$ cat src/rtl/sc_alu_pkg.sv
package sc_alu_pkg;

    typedef enum logic [3:0] {
        OP_ADD = 4'd0,
        OP_MUL = 4'd1,
        OP_AND = 4'd2,
        OP_OR  = 4'd3,
        OP_XOR = 4'd4,
        OP_SLL = 4'd5,
        OP_SRA = 4'd6,
        OP_ROL = 4'd7,
        OP_ROR = 4'd8
    } alu_op_e;

    typedef enum logic [1:0] {
        SH_LL = 2'd0,
        SH_RA = 2'd1,
        SH_RL = 2'd2,
        SH_RR = 2'd3
    } sh_mode_e;

endpackage

$ cat src/rtl/csel_adder.sv
module csel_adder #(
    parameter int WIDTH = 16,
    parameter int BLK   = 4
) (
    input  logic [WIDTH-1:0] a_i,
    input  logic [WIDTH-1:0] b_i,
    output logic [WIDTH-1:0] sum_o
);
    localparam int NB = WIDTH / BLK;

    logic cy [NB];
    assign cy[0] = 1'b0;

    for (genvar k = 0; k < NB; k++) begin : g_blk
        logic [BLK-1:0] ab, bb;
        assign ab = a_i[k*BLK +: BLK];
        assign bb = b_i[k*BLK +: BLK];
        if (k == NB-1) begin : g_last
            logic [BLK-1:0] r0, r1;
            assign r0 = ab + bb;
            assign r1 = ab + bb + BLK'(1);
            assign sum_o[k*BLK +: BLK] = cy[k] ? r1 : r0;
        end else begin : g_mid
            logic [BLK:0] r0, r1;
            assign r0 = {1'b0, ab} + {1'b0, bb};
            assign r1 = {1'b0, ab} + {1'b0, bb} + (BLK+1)'(1);
            assign sum_o[k*BLK +: BLK] = cy[k] ? r1[BLK-1:0] : r0[BLK-1:0];
            assign cy[k+1] = cy[k] ? r1[BLK] : r0[BLK];
        end
    end
endmodule

$ cat src/rtl/comp_mult.sv
module comp_mult #(
    parameter int WIDTH = 16,
    parameter int BLK   = 4
) (
    input  logic [WIDTH-1:0] a_i,
    input  logic [WIDTH-1:0] b_i,
    output logic [WIDTH-1:0] prod_o
);
    localparam int LEVELS = $clog2(WIDTH) - 1;

    function automatic logic [2*WIDTH-1:0] cmp42(
        input logic [WIDTH-1:0] x, input logic [WIDTH-1:0] y,
        input logic [WIDTH-1:0] z, input logic [WIDTH-1:0] w);
        logic [WIDTH-1:0] so, co;
        logic s1, c1, ci;
        ci = 1'b0;
        for (int j = 0; j < WIDTH; j++) begin
            s1    = x[j] ^ y[j] ^ z[j];
            c1    = (x[j] & y[j]) | (x[j] & z[j]) | (y[j] & z[j]);
            so[j] = s1 ^ w[j] ^ ci;
            co[j] = (s1 & w[j]) | (s1 & ci) | (w[j] & ci);
            ci    = c1;
        end
        return {so, co[WIDTH-2:0], 1'b0};
    endfunction

    for (genvar l = 0; l <= LEVELS; l++) begin : stg
        localparam int N = WIDTH >> l;
        logic [WIDTH-1:0] rows [N];
        if (l == 0) begin : g_pp
            for (genvar i = 0; i < N; i++) begin : g_row
                assign rows[i] = b_i[i] ? (a_i << i) : '0;
            end
        end else begin : g_red
            for (genvar g = 0; g < N/2; g++) begin : g_grp
                assign {rows[2*g], rows[2*g+1]} =
                    cmp42(stg[l-1].rows[4*g],   stg[l-1].rows[4*g+1],
                          stg[l-1].rows[4*g+2], stg[l-1].rows[4*g+3]);
            end
        end
    end

    csel_adder #(.WIDTH(WIDTH), .BLK(BLK)) fin_add_i (
        .a_i  (stg[LEVELS].rows[0]),
        .b_i  (stg[LEVELS].rows[1]),
        .sum_o(prod_o)
    );
endmodule

$ cat src/rtl/shift_rot.sv
module shift_rot
    import sc_alu_pkg::*;
#(
    parameter int WIDTH = 16,
    localparam int SHW  = $clog2(WIDTH)
) (
    input  logic [WIDTH-1:0] val_i,
    input  logic [SHW-1:0]   amt_i,
    input  sh_mode_e         mode_i,
    output logic [WIDTH-1:0] val_o
);
    logic [WIDTH-1:0] st [SHW+1];
    assign st[0] = val_i;

    for (genvar s = 0; s < SHW; s++) begin : g_stage
        localparam int D = 1 << s;
        logic [WIDTH-1:0] moved;
        always_comb begin
            unique case (mode_i)
                SH_LL:   moved = st[s] << D;
                SH_RA:   moved = WIDTH'($signed(st[s]) >>> D);
                SH_RL:   moved = {st[s][WIDTH-1-D:0], st[s][WIDTH-1:WIDTH-D]};
                default: moved = {st[s][D-1:0], st[s][WIDTH-1:D]};
            endcase
        end
        assign st[s+1] = amt_i[s] ? moved : st[s];
    end

    assign val_o = st[SHW];
endmodule

$ cat src/rtl/sc_alu.sv
module sc_alu
    import sc_alu_pkg::*;
#(
    parameter int WIDTH = 16,
    parameter int BLK   = 4,
    localparam int SHW  = $clog2(WIDTH)
) (
    input  logic             clk,
    input  logic             rst_n,
    input  logic [WIDTH-1:0] opnd_a,
    input  logic [WIDTH-1:0] opnd_b,
    input  logic [3:0]       op_sel,
    input  logic [SHW-1:0]   shamt,
    output logic [WIDTH-1:0] result,
    output logic             flag_sign,
    output logic             flag_zero
);
    typedef struct packed {
        logic [WIDTH-1:0] res;
        logic             sgn;
        logic             zro;
    } wb_t;

    wb_t wb_d, wb_q;
    logic [WIDTH-1:0] sum_w, prod_w, shf_w;
    sh_mode_e         mode_w;

    csel_adder #(.WIDTH(WIDTH), .BLK(BLK)) add_i (
        .a_i(opnd_a), .b_i(opnd_b), .sum_o(sum_w));

    comp_mult #(.WIDTH(WIDTH), .BLK(BLK)) mul_i (
        .a_i(opnd_a), .b_i(opnd_b), .prod_o(prod_w));

    always_comb begin
        unique case (op_sel)
            OP_SRA:  mode_w = SH_RA;
            OP_ROL:  mode_w = SH_RL;
            OP_ROR:  mode_w = SH_RR;
            default: mode_w = SH_LL;
        endcase
    end

    shift_rot #(.WIDTH(WIDTH)) shf_i (
        .val_i(opnd_a), .amt_i(shamt), .mode_i(mode_w), .val_o(shf_w));

    always_comb begin
        wb_d = '0;
        case (op_sel)
            OP_ADD:                         wb_d.res = sum_w;
            OP_MUL:                         wb_d.res = prod_w;
            OP_AND:                         wb_d.res = opnd_a & opnd_b;
            OP_OR:                          wb_d.res = opnd_a | opnd_b;
            OP_XOR:                         wb_d.res = opnd_a ^ opnd_b;
            OP_SLL, OP_SRA, OP_ROL, OP_ROR: wb_d.res = shf_w;
            default:                        wb_d.res = '0;
        endcase
        wb_d.sgn = wb_d.res[WIDTH-1];
        wb_d.zro = (wb_d.res == '0);
    end

    always_ff @(posedge clk or negedge rst_n) begin
        if (!rst_n) wb_q <= '{res: '0, sgn: 1'b0, zro: 1'b1};
        else        wb_q <= wb_d;
    end

    assign result    = wb_q.res;
    assign flag_sign = wb_q.sgn;
    assign flag_zero = wb_q.zro;


    add_wrap_chk: assert property (@(posedge clk) disable iff (!rst_n)
        (op_sel == OP_ADD) |=> (result == WIDTH'($past(opnd_a) + $past(opnd_b))));

    mul_low_chk: assert property (@(posedge clk) disable iff (!rst_n)
        (op_sel == OP_MUL) |=> (result == WIDTH'($past(opnd_a) * $past(opnd_b))));

    xor_bits_chk: assert property (@(posedge clk) disable iff (!rst_n)
        (op_sel == OP_XOR) |=> (result == ($past(opnd_a) ^ $past(opnd_b))));

    half_div_chk: assert property (@(posedge clk) disable iff (!rst_n)
        (op_sel == OP_SRA && shamt == SHW'(1)) |=>
        (result == {$past(opnd_a[WIDTH-1]), $past(opnd_a[WIDTH-1:1])}));

    zero_flag_chk: assert property (@(posedge clk) disable iff (!rst_n)
        flag_zero == (result == '0));

    sign_flag_chk: assert property (@(posedge clk) disable iff (!rst_n)
        flag_sign == result[WIDTH-1]);

    spare_op_chk: assert property (@(posedge clk) disable iff (!rst_n)
        (op_sel > 4'd8) |=> (result == '0));
endmodule

$ cat config.mk
export PLATFORM = sky130hd
export DESIGN_NAME = sc_alu
export DESIGN_NICKNAME = d
export VERILOG_FILES = /design/src/rtl/sc_alu_pkg.sv /design/src/rtl/csel_adder.sv /design/src/rtl/comp_mult.sv /design/src/rtl/shift_rot.sv /design/src/rtl/sc_alu.sv
export SDC_FILE = /design/constraint.sdc
export NUM_CORES = 1
export LEC_CHECK = 0
export BUFFER_PORTS_ARGS = -buffer_cell sky130_fd_sc_hd__buf_4
export CORE_ASPECT_RATIO = 0.8
export CORE_MARGIN = 4
export CORE_UTILIZATION = 45
export CTS_CLUSTER_DIAMETER = 200
export DETAILED_ROUTE_END_ITERATION = 16
export MAX_ROUTING_LAYER = met4
export PLACE_DENSITY = 0.62
export SYNTH_ARGS = -nofsm -noshare
export SYNTH_HDL_FRONTEND = slang
export SYNTH_SLANG_ARGS = --single-unit
$ cat constraint.sdc
create_clock -name clk -period 0.9 [get_ports clk]
set_input_delay 0.135 -clock clk [delete_from_list [all_inputs] [get_ports clk]]
set_output_delay 0.135 -clock clk [all_outputs]
set_load 0.03 [all_outputs]
After elaboration in Yosys (flattened, before gate mapping)
Index checks and enable logic that the tools add are counted.
- bits in registers: 18
- output and inout port bits: 18
- add/sub/neg operators: 14
- equal/unequal tests: 10
- muxes and demuxes: 36
- bitwise logic cells: 1435
- reductions and logical operators: 4
- operators with widths (operator ; number):
    1-bit AND ; 603
    1-bit bitwise XOR ; 433
    1-bit OR ; 396
    16-bit 2-to-1 mux ; 20
    16-bit one-hot mux with 3 select lines ; 3
    16-bit one-hot mux with 6 select lines ; 1
    16-bit one-hot mux with 2 select lines ; 1
    4-bit by 4-bit adder with 5-bit output ; 6
    4-bit 2-to-1 mux ; 6
    5-bit by 1-bit adder with 5-bit output (second input constant) ; 4
    16-bit AND ; 1
    4-bit by 3-bit == test with 1-bit output (second input constant) ; 4
    16-bit zero test ; 1
    16-bit OR ; 1
    16-bit bitwise XOR ; 1
    4-bit by 1-bit adder with 4-bit output (second input constant) ; 2
    4-bit adder ; 2
    4-bit by 2-bit == test with 1-bit output (second input constant) ; 2
    2-bit one-hot mux with 3 select lines ; 1
    4-bit by 1-bit == test with 1-bit output (second input constant) ; 1
    4-bit == test (second input constant) ; 1
    4-bit zero test ; 1
    1-bit 2-to-1 mux ; 4
    4-bit OR reduction ; 1
    other kinds (3) ; 3

Depth between registers and ports, before layout
Gate-level depths: netlist of run 1.
- depth after elaboration: 26
- mapped depth: 25
- gate-level depth less buffers: 24

By module
From an unflattened synthesis of run 1, not the netlist that was laid out.
- cells, all modules: 1120
- area, all modules: 9435.3 µm²
- by module, submodules not included (module ; instances ; cells an instance ; area each (µm²) ; seq. area each (µm²)):
    comp_mult ; 1 ; 362 ; 3348.2 ; 0.0
    sc_alu ; 1 ; 275 ; 2384.8 ; 426.7
    shift_rot ; 1 ; 287 ; 2040.7 ; 0.0
    csel_adder ; 2 ; 98 ; 830.8 ; 0.0

Worst setup path before layout of run 1
Ideal clock, no wire load.
- kind: input to register
- start point: input opnd_a[6]
- end point: register wb_q, in the netlist flag_zero
- arrival time: 6635 ps
- data required time: 810 ps
- slack: -5825 ps
- stages: 22
- path buffers: 1
- path through: clkbuf_1 > clkinv_1 > nor2_1 > fa_1 > inv_1 > fa_1 > fa_1 > fa_1 > fa_1 > inv_1 > ha_1 > ha_1 > fa_1 > ha_1 > nand3_2 > o311ai_1 > mux2_2 > a221o_1 > a211o_1 > nor4_2 > nand4b_1 > nor4_2
- RTL lines (element ; RTL line ; source):
    start, declared ; sc_alu.sv:10 ; input logic [WIDTH-1:0] opnd_a,
    end signal, assigned ; sc_alu.sv:62 ; if (!rst_n) wb_q <= '{res: '0, sgn: 1'b0, zro: 1'b1};
    end signal, assigned ; sc_alu.sv:63 ; else wb_q <= wb_d;
    end, declared ; sc_alu.sv:24 ; wb_t wb_d, wb_q;

==> results of run 1 <==
==> how the worst max path moves through the flow <==
stage | from | endpoint | depth (start not counted)
finish | opnd_b[4] | flag_zero | 24
global route | opnd_b[4] | flag_zero | 24
CTS | opnd_b[4] | flag_zero | 25
detailed placement | opnd_b[4] | flag_zero | 24
global placement | opnd_b[4] | flag_zero | 24
floorplan | opnd_a[9] | flag_zero | 22
==> logic make-up after synthesis <==
logic type | Yosys count
and+or+nand+nor | 331
muxes | 25
buffers and inverters | 172
adders and majority gates | 160
DFF | 17
xor gates and xnor gates | 49
AOI/OAI and AO/OA | 224
==> cell type report <==
type	instances	area, sq um	share of cell area [%]
timing repair inverter	1	6.26	0.0512
clock buffer	4	78.8	0.645
multi-input combinational	789	7650	62.6
sequential	17	427	3.49
tap	220	275	2.25
inverter	111	544	4.45
timing repair buffer	374	3240	26.5
==> metrics by stage <==
step	power (uW)	util (%)	instance area, sq um	worst slack [ns]
floorplan	15000	-	8380	-5.14
global placement	20900	63.8	10700	-5.40
detailed placement	21400	63.8	10700	-5.55
CTS	30600	71.4	12000	-5.07
global route	34800	72.9	12200	-5.31
finish	32800	72.9	12200	-5.16
==> flip-flops by register name (all words and copies together) (netlist names) <==
| register | cells |
|---|---|
| result | 16 |
| flag_zero | 1 |
==> per-layer routing <==
metal  global-route usage [%]  vias to the layer above
li1                         -                     4012
met1                     47.8                     4316
met2                     48.4                      517
met3                     8.16                       55
met4                     5.92                        0
met5                        -                        -
==> cells in the mapped netlist (all sizes together), types with 11 or more instances <==
master,n,area (sq um)
nand2,80,305
ha,71,888
dfrtp,16,400
xor2,14,130
xnor2,33,289
nand3,22,120
fa,89,1780
clkbuf,31,138
a21oi,43,219
a211oi,18,135
o21ai,46,230
a21o,11,83.8
o211ai,14,110
buf,30,184
inv,104,390
nor3,24,136
nand2b,11,68.8
nor2,141,532
a22oi,15,113
mux2i,11,110
==> repair_timing <==
action	in CTS	in global routing
cloned	1	0
setup endpoints to repair	31	31
buffers inserted	40	9
hold buffers	1	0
resized for setup	205	51
pin swaps	98	24
endpoints found under the hold margin	17	0
==> report_power, final <==
group          internal (uW)  leakage, uW  total [uW]  switching [uW]
combinational          16200      0.00532       30900           14700
sequential               940     0.000218        1020            84.7
clock                    599    0.0000382         859             260
==> summary.txt, run 1 <==
Status
  – Outcome: finished, violations left
  – Failing checks: setup timing

Timing
  – # setup viols final: 20
  – Fin. Hold Viols: 0
  – Fmax: 0.165 GHz
  – Final hold slack: 0.286 ns
  – Worst setup margin: -5.16 ns
  – Final Critical Period: 6.06 ns
  – Tcrit/Tclk final: 674%
  – Worst Tran Pin Value: 0.967 ns
  – Slew Viols, Final: 0
  – Setup TNS: -55.92 ns
  – RSZ-0062 raised after global routing: true
  – Slew Limit Headroom: 35.0%

Logic synthesis
  – YS warnings: 0
  – Ys async rst share: 100%
  – Main combinational cell family by area after synthesis: adder cells
  – Top_reg_cell synth: dfrtp_1
  – XOR/XNOR share of the synthesized area: 5.97%
  – Simple-Gate Fraction of Synth Area: 20.5%
  – Synth Area per Inst: 7.97 sq um
  – Syn Std Cell Area: 7790 sq um
  – Syn Nets: 1180
  – Synth Area in Adders: 34.3%
  – Seq cells post-synth: 17
  – Seq/Total Area, Yosys: 5.48%
  – Post-Syn Instances: 978
  – Number of library cell types mapped by synthesis: 95
  – Multiplexer share of the synthesized area: 4.45%
  – Compound-Gate Fraction of Synth Area: 19.8%
  – Number of synthesized flops with an enable pin: 0

GRT
  – Vias in the first global route: 8731
  – Grt total ovfl: 0
  – Largest net degree at the start of global routing: 35
  – First-pass GRT wire length: 49.6 mm
  – GRT Overall Usage: 33.3%
  – Initial antenna violation count: 0

Floorplanning
  – Die ar.: 19500 sq um
  – Initial core utilization: 46.5%
  – # rows: 42
  – Die Wd: 155 um
  – Core box area: 16800 sq um
  – Die Ht: 126 um
  – Ports: 60

Clock network
  – CTS H-Tree Depth: 1
  – Clock Sinks: 17
  – CTS Root Cell: clkbuf_16
  – CTS buffer count: 3
  – CTS tree: built
  – Bufs on Longest Clock Path: 2
  – Worst-path clk slew: 0.05 ns

Critical path
  – CP delay by family, top: adder cells
  – Setup crit start kind: input port
  – Most used cell, CP: fa_1
  – Critical path fanouts, max: 4
  – Setup CP Type: input port to flop
  – Worst path cell trace: buf_12 -> ha_4 -> inv_2 -> fa_1 -> inv_1 -> fa_1 -> inv_2 -> fa_1 -> fa_1 -> fa_1 -> inv_2 -> ha_4 -> ha_4 -> fa_2 -> ha_4 -> nand3_4 -> o31ai_4 -> o311ai_4 -> mux2_4 -> a221o_1 -> a211o_1 -> nor4_2 -> nand4b_1 -> nor4_2
  – Critical path buffer and inverter count: 5
  – Worst path slowest cell: fa_2
  – Slowest cell delay on critical path: 0.56 ns
  – Worst setup EP type: flop
  – Critical Path RT: 1.06 ns
  – Worst Path Arrival: 6.22 ns

Finish
  – # nets final: 1499
  – N_diodes: 0
  – Layout cell share with drive strength beyond 1: 45.9%
  – Finished Layout Cells: 1516
  – Layout area overhead: 56.9%
  – Commonest non-fill, non-tap cell in the layout: buf_4
  – Most frequent cells in the layout: buf_4, nor2_1, inv_1
  – Filler cell count in the final layout: 1255

Drt
  – Met2 wire len: 13.7 mm
  – Via/cell ratio: 5.87
  – 1st-iter DRT viols: 853
  – TritonRoute pass-1 iters: 6
  – DR DRC count: 0
  – M1 wire length: 13.7 mm
  – Antenna-violating nets left: 0
  – Uppermost routed layer: met4
  – DR vias: 8900
  – Met3 Wirelength: 4.15 mm
  – WL final: 32.3 mm
  – Drt wl/cell: 21.3 um

Place
  – Number of I/O port buffers: 59
  – Post-Place Cells: 1470
  – RePlAce Congestion: 1.05
  – DP HPWL: 25.5 mm

Pwr
  – Peak VDD IR: 3.75 mV
  – P_leak: 0.00557 uW
  – Power Dens Cells: 2680 nW/um^2

Hold path
  – Hold/Removal Path Class: input port to asynchronous set/reset pin

Job
  – Max cap viols: 0
Power figures use the tool's default switching activity.
==> run 2, diff against run 1 <==
--- a/config.mk
+++ b/config.mk
@@ -6,7 +6,7 @@
 export NUM_CORES = 1
 export LEC_CHECK = 0
 export BUFFER_PORTS_ARGS = -buffer_cell sky130_fd_sc_hd__buf_4
-export CORE_ASPECT_RATIO = 0.8
+export CORE_ASPECT_RATIO = 1.4
 export CORE_MARGIN = 4
 export CORE_UTILIZATION = 45
 export CTS_CLUSTER_DIAMETER = 200
==> run 2 against run 1 <==
Effect of this change: the run still ends with setup timing left; cell count up 2.2%; critical endpoint unchanged; total power down 12%; global-route usage up 0.83 points; critical path type unchanged.
==> summary.txt, run 2 (synthesized netlist as in run 1, its figures left out) <==
GRT
  – Initial antenna violation count: 0 (unchanged)
  – First-pass GRT wire length: 50.1 mm (was 49.6 mm)
  – GRT Overall Usage: 34.1% (was 33.3%)
  – Vias in the first global route: 9107 (was 8731)
  – Grt total ovfl: 0 (unchanged)
  – Largest net degree at the start of global routing: 30 (was 35)

Clock network
  – CTS H-Tree Depth: 1 (unchanged)
  – CTS tree: built (unchanged)
  – Bufs on Longest Clock Path: 2 (unchanged)
  – Worst-path clk slew: 0.05 ns (about the same)
  – CTS Root Cell: clkbuf_16 (unchanged)
  – CTS buffer count: 3 (unchanged)
  – Clock Sinks: 17 (unchanged)

Finish
  – Largest register FFs: 16 (unchanged)
  – Commonest non-fill, non-tap cell in the layout: buf_4 (unchanged)
  – N_diodes: 0 (unchanged)
  – # nets final: 1521 (was 1499)
  – Layout cell share with drive strength beyond 1: 46.0% (was 45.9%)
  – Sequential cell area: 427 sq um (unchanged)
  – Filler cell count in the final layout: 1281 (was 1255)
  – Finished Layout Cells: 1550 (was 1516)
  – Layout area overhead: 56.8% (was 56.9%)
  – Multi-input logic area: 7530 sq um (was 7650 sq um)
  – Most frequent cells in the layout: buf_4, nor2_1, inv_1 (unchanged)

Status
  – Outcome: finished, violations left (unchanged)
  – Failing checks: setup timing (unchanged)

Critical path
  – Most used cell, CP: fa_1 (unchanged)
  – Worst setup EP type: flop (unchanged)
  – Critical path fanouts, max: 3 (was 4)
  – Worst path slowest cell: fa_2 (unchanged)
  – Setup CP Type: input port to flop (unchanged)
  – Setup crit start kind: input port (unchanged)
  – Critical Path RT: 1.06 ns (about the same)
  – Worst Path Arrival: 6.22 ns (about the same)
  – Slowest cell delay on critical path: 0.58 ns (was 0.56 ns)

Drt
  – Via/cell ratio: 5.76 (was 5.87)
  – Uppermost routed layer: met4 (unchanged)
  – DR vias: 8926 (was 8900)
  – 1st-iter DRT viols: 684 (was 853)
  – WL final: 33.2 mm (was 32.3 mm)
  – Antenna-violating nets left: 0 (unchanged)
  – DR DRC count: 0 (unchanged)
  – TritonRoute pass-1 iters: 5 (was 6)
  – M1 wire length: 11.5 mm (was 13.7 mm)
  – Drt wl/cell: 21.4 um (was 21.3 um)
  – Met2 wire len: 17.2 mm (was 13.7 mm)
  – Met3 Wirelength: 1.53 mm (was 4.15 mm)

Floorplanning
  – Core box area: 16900 sq um (was 16800 sq um)
  – Die Ht: 164 um (was 126 um)
  – Initial core utilization: 46.1% (was 46.5%)
  – Die ar.: 19500 sq um (about the same)
  – # rows: 56 (was 42)
  – Ports: 60 (unchanged)
  – Die Wd: 119 um (was 155 um)

Timing
  – Worst setup margin: -5.16 ns (about the same)
  – Worst Tran Pin Value: 0.762 ns (was 0.967 ns)
  – RSZ-0062 raised after global routing: true (unchanged)
  – # setup viols final: 21 (was 20)
  – Setup TNS: -55.87 ns (was -55.92 ns)
  – Final Critical Period: 6.06 ns (about the same)
  – Tcrit/Tclk final: 674% (about the same)
  – Slew Limit Headroom: 48.8% (was 35.0%)
  – Slew Viols, Final: 0 (unchanged)
  – Fmax: 0.165 GHz (about the same)
  – Fin. Hold Viols: 0 (unchanged)

Job
  – Max cap viols: 0 (unchanged)

Pwr
  – Peak VDD IR: 5.88 mV (was 3.75 mV)
  – P_leak: 0.00566 uW (was 0.00557 uW)
  – Power Dens Cells: 2360 nW/um^2 (was 2680 nW/um^2)

Place
  – Number of I/O port buffers: 59 (unchanged)
  – Post-Place Cells: 1510 (was 1470)
  – DP HPWL: 27.2 mm (was 25.5 mm)
  – RePlAce Congestion: 1.03 (was 1.05)

Hold path
  – Hold/Removal Path Class: input port to asynchronous set/reset pin (unchanged)
run 2: cell count changes in the layout (fill, tap and decap cells not counted), moves of 4 or more:
| cell | previous run | this run |
|---|---|---|
| buf_4 | 292 | 324 |
| nor2_2 | 19 | 12 |
| buf_6 | 59 | 53 |
| fa_1 | 77 | 72 |
| fa_2 | 12 | 17 |
| ha_1 | 44 | 49 |
| nor2_4 | 12 | 16 |
| o21ai_1 | 8 | 4 |
run 2: timing repair:
item                                    4_1_cts  5_1_grt
endpoints found under the setup margin       29       32
buffers inserted                             20       21
pin swaps                                    64       65
gates resized for setup                     131       87
hold endpoints to repair                     17        0
hold buffers                                  1        0
gates cloned                                  0        0
run 2: stage by stage:
stage / worst slack, ns / cell area [sq um] / hold WS (ns) / utilization, % / total power (uW)
floorplan: -5.14 / 8380 / -0.161 / - / 15000
CTS: -5.20 / 11700 / 0.288 / 69.2 / 26500
global route: -5.29 / 12200 / 0.357 / 72.4 / 30500
detailed placement: -5.55 / 10900 / 0.00592 / 64.7 / 22800
global placement: -5.38 / 10900 / 0.00349 / 64.7 / 22500
finish: -5.16 / 12200 / 0.346 / 72.4 / 28800
run 2: layer usage:
metal	GRT usage [%]	up-vias
met5	-	-
met4	25.2	0
met3	2.51	153
met2	59.4	387
met1	36.5	4312
li1	-	4074
run 2: critical path, delay by kind of cell:
kind,cells,cell delay [ns]
AO/OA/AOI/OAI,4,0.99
adder cells (fa/ha/maj),10,3.78
buffers and inverters,6,0.36
multiplexers,1,0.33
AND/OR/NAND/NOR,4,0.61
run 2: path summary, 6_finish.rpt:
kind / start / endpoint / slack (ns) / cells past startpoint
setup / recovery: opnd_b[4] / flag_zero / -5.16 / 25
hold / removal: rst_n / result[9] / 0.35 / 2
max in group asynchronous: rst_n / flag_zero / 0.31 / 2
min in group clk: shamt[3] / flag_zero / 0.41 / 4
run 2: area by class of cell:
class                   instances  area share, %
repair buffers                397           27.7
flip-flops and latches         17           3.49
inverters                     111           4.23
clock buffers                   4          0.645
well taps                     232           2.38
multi-input cells             789           61.6
run 2: where the power goes:
part	leakage, uW	internal, uW	switching (uW)	total, uW
registers	0.000218	942	87.0	1030
logic	0.00541	13800	13100	26900
clock network	0.0000382	600	270	871
total	0.00566	15300	13500	28800
==> run 3, diff against run 2 <==
--- a/config.mk
+++ b/config.mk
@@ -5,7 +5,7 @@
 export SDC_FILE = /design/constraint.sdc
 export NUM_CORES = 1
 export LEC_CHECK = 0
-export BUFFER_PORTS_ARGS = -buffer_cell sky130_fd_sc_hd__buf_4
+export BUFFER_PORTS_ARGS = -buffer_cell sky130_fd_sc_hd__buf_2
 export CORE_ASPECT_RATIO = 1.4
 export CORE_MARGIN = 4
 export CORE_UTILIZATION = 45
==> constraint.sdc (replaced) <==
create_clock -name clk -period 6.91 [get_ports clk]
set_input_delay 1.0365 -clock clk [delete_from_list [all_inputs] [get_ports clk]]
set_output_delay 1.0365 -clock clk [all_outputs]
set_load 0.03 [all_outputs]
==> run 3 against run 2 <==
Effect of this change: critical endpoint unchanged; hold slack improved by 0.35 ns; via count decreased by 12%; total power decreased by 90%; cell count decreased by 15%; wire length decreased by 12%; sequential share of layout area increased by 1.2 points; worst setup slack improved by 5.0 ns; largest power group unchanged; critical path type unchanged; count of clock-buffer cells in the layout unchanged; the run still ends with setup timing left; cell area decreased by 26%.
==> summary.txt, run 3 (synthesized netlist as in run 1, its figures left out) <==
Timing
  – Slew Limit Headroom: 22.3% (was 48.8%)
  – Tcrit/Tclk final: 103%
  – RSZ-0062 raised after global routing: true (unchanged)
  – Worst setup margin: -0.198 ns (was -5.16 ns)
  – Final hold slack: 0.696 ns (was 0.346 ns)
  – Slew Viols, Final: 0 (unchanged)
  – Setup TNS: -0.198 ns (was -55.87 ns)
  – Fin. Hold Viols: 0 (unchanged)
  – Worst Tran Pin Value: 1.16 ns (was 0.762 ns)
  – # setup viols final: 1 (was 21)
  – Final Critical Period: 7.11 ns
  – Fmax: 0.141 GHz

Finish
  – Layout area overhead: 15.7% (was 56.8%)
  – Largest register FFs: 16 (unchanged)
  – Most frequent cells in the layout: nor2_1, buf_4, inv_1 (was buf_4, nor2_1, inv_1)
  – Commonest non-fill, non-tap cell in the layout: nor2_1 (was buf_4)
  – Finished Layout Cells: 1310 (was 1550)
  – Filler cell count in the final layout: 1650 (was 1281)
  – # nets final: 1281 (was 1521)
  – Layout cell share with drive strength beyond 1: 21.8% (was 46.0%)
  – N_diodes: 0 (unchanged)
  – Core Util, Final: 53.4% (was 72.4%)

Job
  – Max cap viols: 0 (unchanged)

Clock network
  – # hold bufs at CTS: 0 (was 1)
  – CTS Root Cell: clkbuf_16 (unchanged)
  – Worst-path clk slew: 0.05 ns (about the same)
  – Bufs on Longest Clock Path: 2 (unchanged)
  – Clock Sinks: 17 (unchanged)
  – CTS H-Tree Depth: 1 (unchanged)
  – CTS tree: built (unchanged)
  – CTS buffer count: 3 (unchanged)

Drt
  – WL final: 29.3 mm (was 33.2 mm)
  – DR DRC count: 0 (unchanged)
  – 1st-iter DRT viols: 670 (was 684)
  – Via/cell ratio: 5.99 (was 5.76)
  – TritonRoute pass-1 iters: 5 (unchanged)
  – Drt wl/cell: 22.3 um (was 21.4 um)
  – Antenna-violating nets left: 0 (unchanged)
  – DR vias: 7842 (was 8926)

Floorplanning
  – # rows: 56 (unchanged)
  – Core box area: 16900 sq um (unchanged)
  – Ports: 60 (unchanged)
  – Die Ht: 164 um (unchanged)
  – Initial core utilization: 46.1% (unchanged)
  – Die Wd: 119 um (unchanged)
  – Die ar.: 19500 sq um (unchanged)

Critical path
  – Setup CP Type: input port to flop (unchanged)
  – Critical path fanouts, max: 7 (was 3)
  – Setup crit start kind: input port (unchanged)
  – Worst Path Arrival: 7.26 ns (was 6.22 ns)
  – Worst setup EP type: flop (unchanged)
  – Critical Path RT: 7.07 ns (was 1.06 ns)

GRT
  – Initial antenna violation count: 0 (unchanged)
  – Grt total ovfl: 0 (unchanged)
  – GRT Overall Usage: 31.0% (was 34.1%)
  – Largest net degree at the start of global routing: 66 (was 30)
  – First-pass GRT wire length: 45.5 mm (was 50.1 mm)
  – Vias in the first global route: 8094 (was 9107)

Place
  – DP HPWL: 23.9 mm (was 27.2 mm)
  – Number of I/O port buffers: 59 (unchanged)
  – Post-Place Cells: 1303 (was 1510)
  – RePlAce Congestion: 1.02 (was 1.03)

Pwr
  – Peak VDD IR: 0.431 mV (was 5.88 mV)
  – Power Dens Cells: 335 nW/um^2 (was 2360 nW/um^2)
  – P_leak: 0.00420 uW (was 0.00566 uW)

Status
  – Outcome: finished, violations left (unchanged)
  – Failing checks: setup timing (unchanged)

Hold path
  – Hold/Removal Path Class: input port to asynchronous set/reset pin (unchanged)
==> run 3: cell types whose count changed in the layout (fill, tap and decap cells not counted), sizes merged <==
cell and change:
clkinv -2, buf -239, dlygate4sd3 -1, clkinvlp +2
==> run 3: area by class of cell <==
type | count | area [sq um] | share of cell area, %
tap | 232 | 290 | 3.22
inverter | 111 | 454 | 5.04
multi-input combinational | 789 | 6730 | 74.6
timing repair buffer | 157 | 1040 | 11.5
sequential | 17 | 427 | 4.73
clock buffer | 4 | 78.8 | 0.874
==> run 3: timing repair <==
action                     4_1_cts  5_1_grt
setup endpoints to repair        1        3
setup buffers                    2        1
pin swaps                        2        7
resized for setup                4        5
==> run 3: how the worst max path moves through the flow <==
stage / slack [ns] / depth (start not counted) / to / start
final: -0.20 / 23 / flag_zero / opnd_b[2]
after global routing: -0.49 / 23 / flag_zero / opnd_b[2]
after CTS: -0.16 / 23 / flag_zero / opnd_b[2]
after detailed placement: -0.52 / 22 / flag_zero / opnd_b[2]
after global placement: -0.44 / 26 / flag_zero / opnd_b[2]
after floorplan: -0.08 / 24 / flag_zero / opnd_a[1]
==> run 3: report_power, final <==
group          internal, uW  switching (uW)
clock                  77.9            32.9
sequential              123            5.71
combinational          1310            1470
total                  1510            1500
==> run 3: metrics by stage <==
stage               cell area, sq um  worst slack (ns)  power [uW]
finish                          9020            -0.198        3020
detailed placement              8890            -0.516        2840
floorplan                       8030           -0.0807        1910
global route                    9020            -0.493        3290
CTS                             8990            -0.156        2990
global placement                8890            -0.441        2840
==> run 3: per-layer routing <==
metal,track usage [%],vias to the layer above,wire [um]
met5,-,-,0
met4,19.5,0,2350
met3,2.65,120,1790
met2,52.8,392,14400
met1,35.4,3740,10700
li1,-,3590,-
==> run 3: worst max-delay path, stage by stage <==
cell,delay [ns]
buf_2,0.11
clkinvlp_4,0.20
buf_4,0.20
nor2_1,0.12
fa_1,0.45
fa_1,0.54
inv_1,0.05
fa_1,0.50
fa_1,0.54
inv_1,0.05
fa_1,0.53
inv_1,0.05
fa_1,0.42
xor2_1,0.16
xnor2_1,0.19
xnor2_1,0.16
xnor2_1,0.14
xor3_1,0.50
xnor2_1,0.16
a221oi_1,0.24
o211ai_1,0.21
or4_1,0.46
nor4_2,0.22
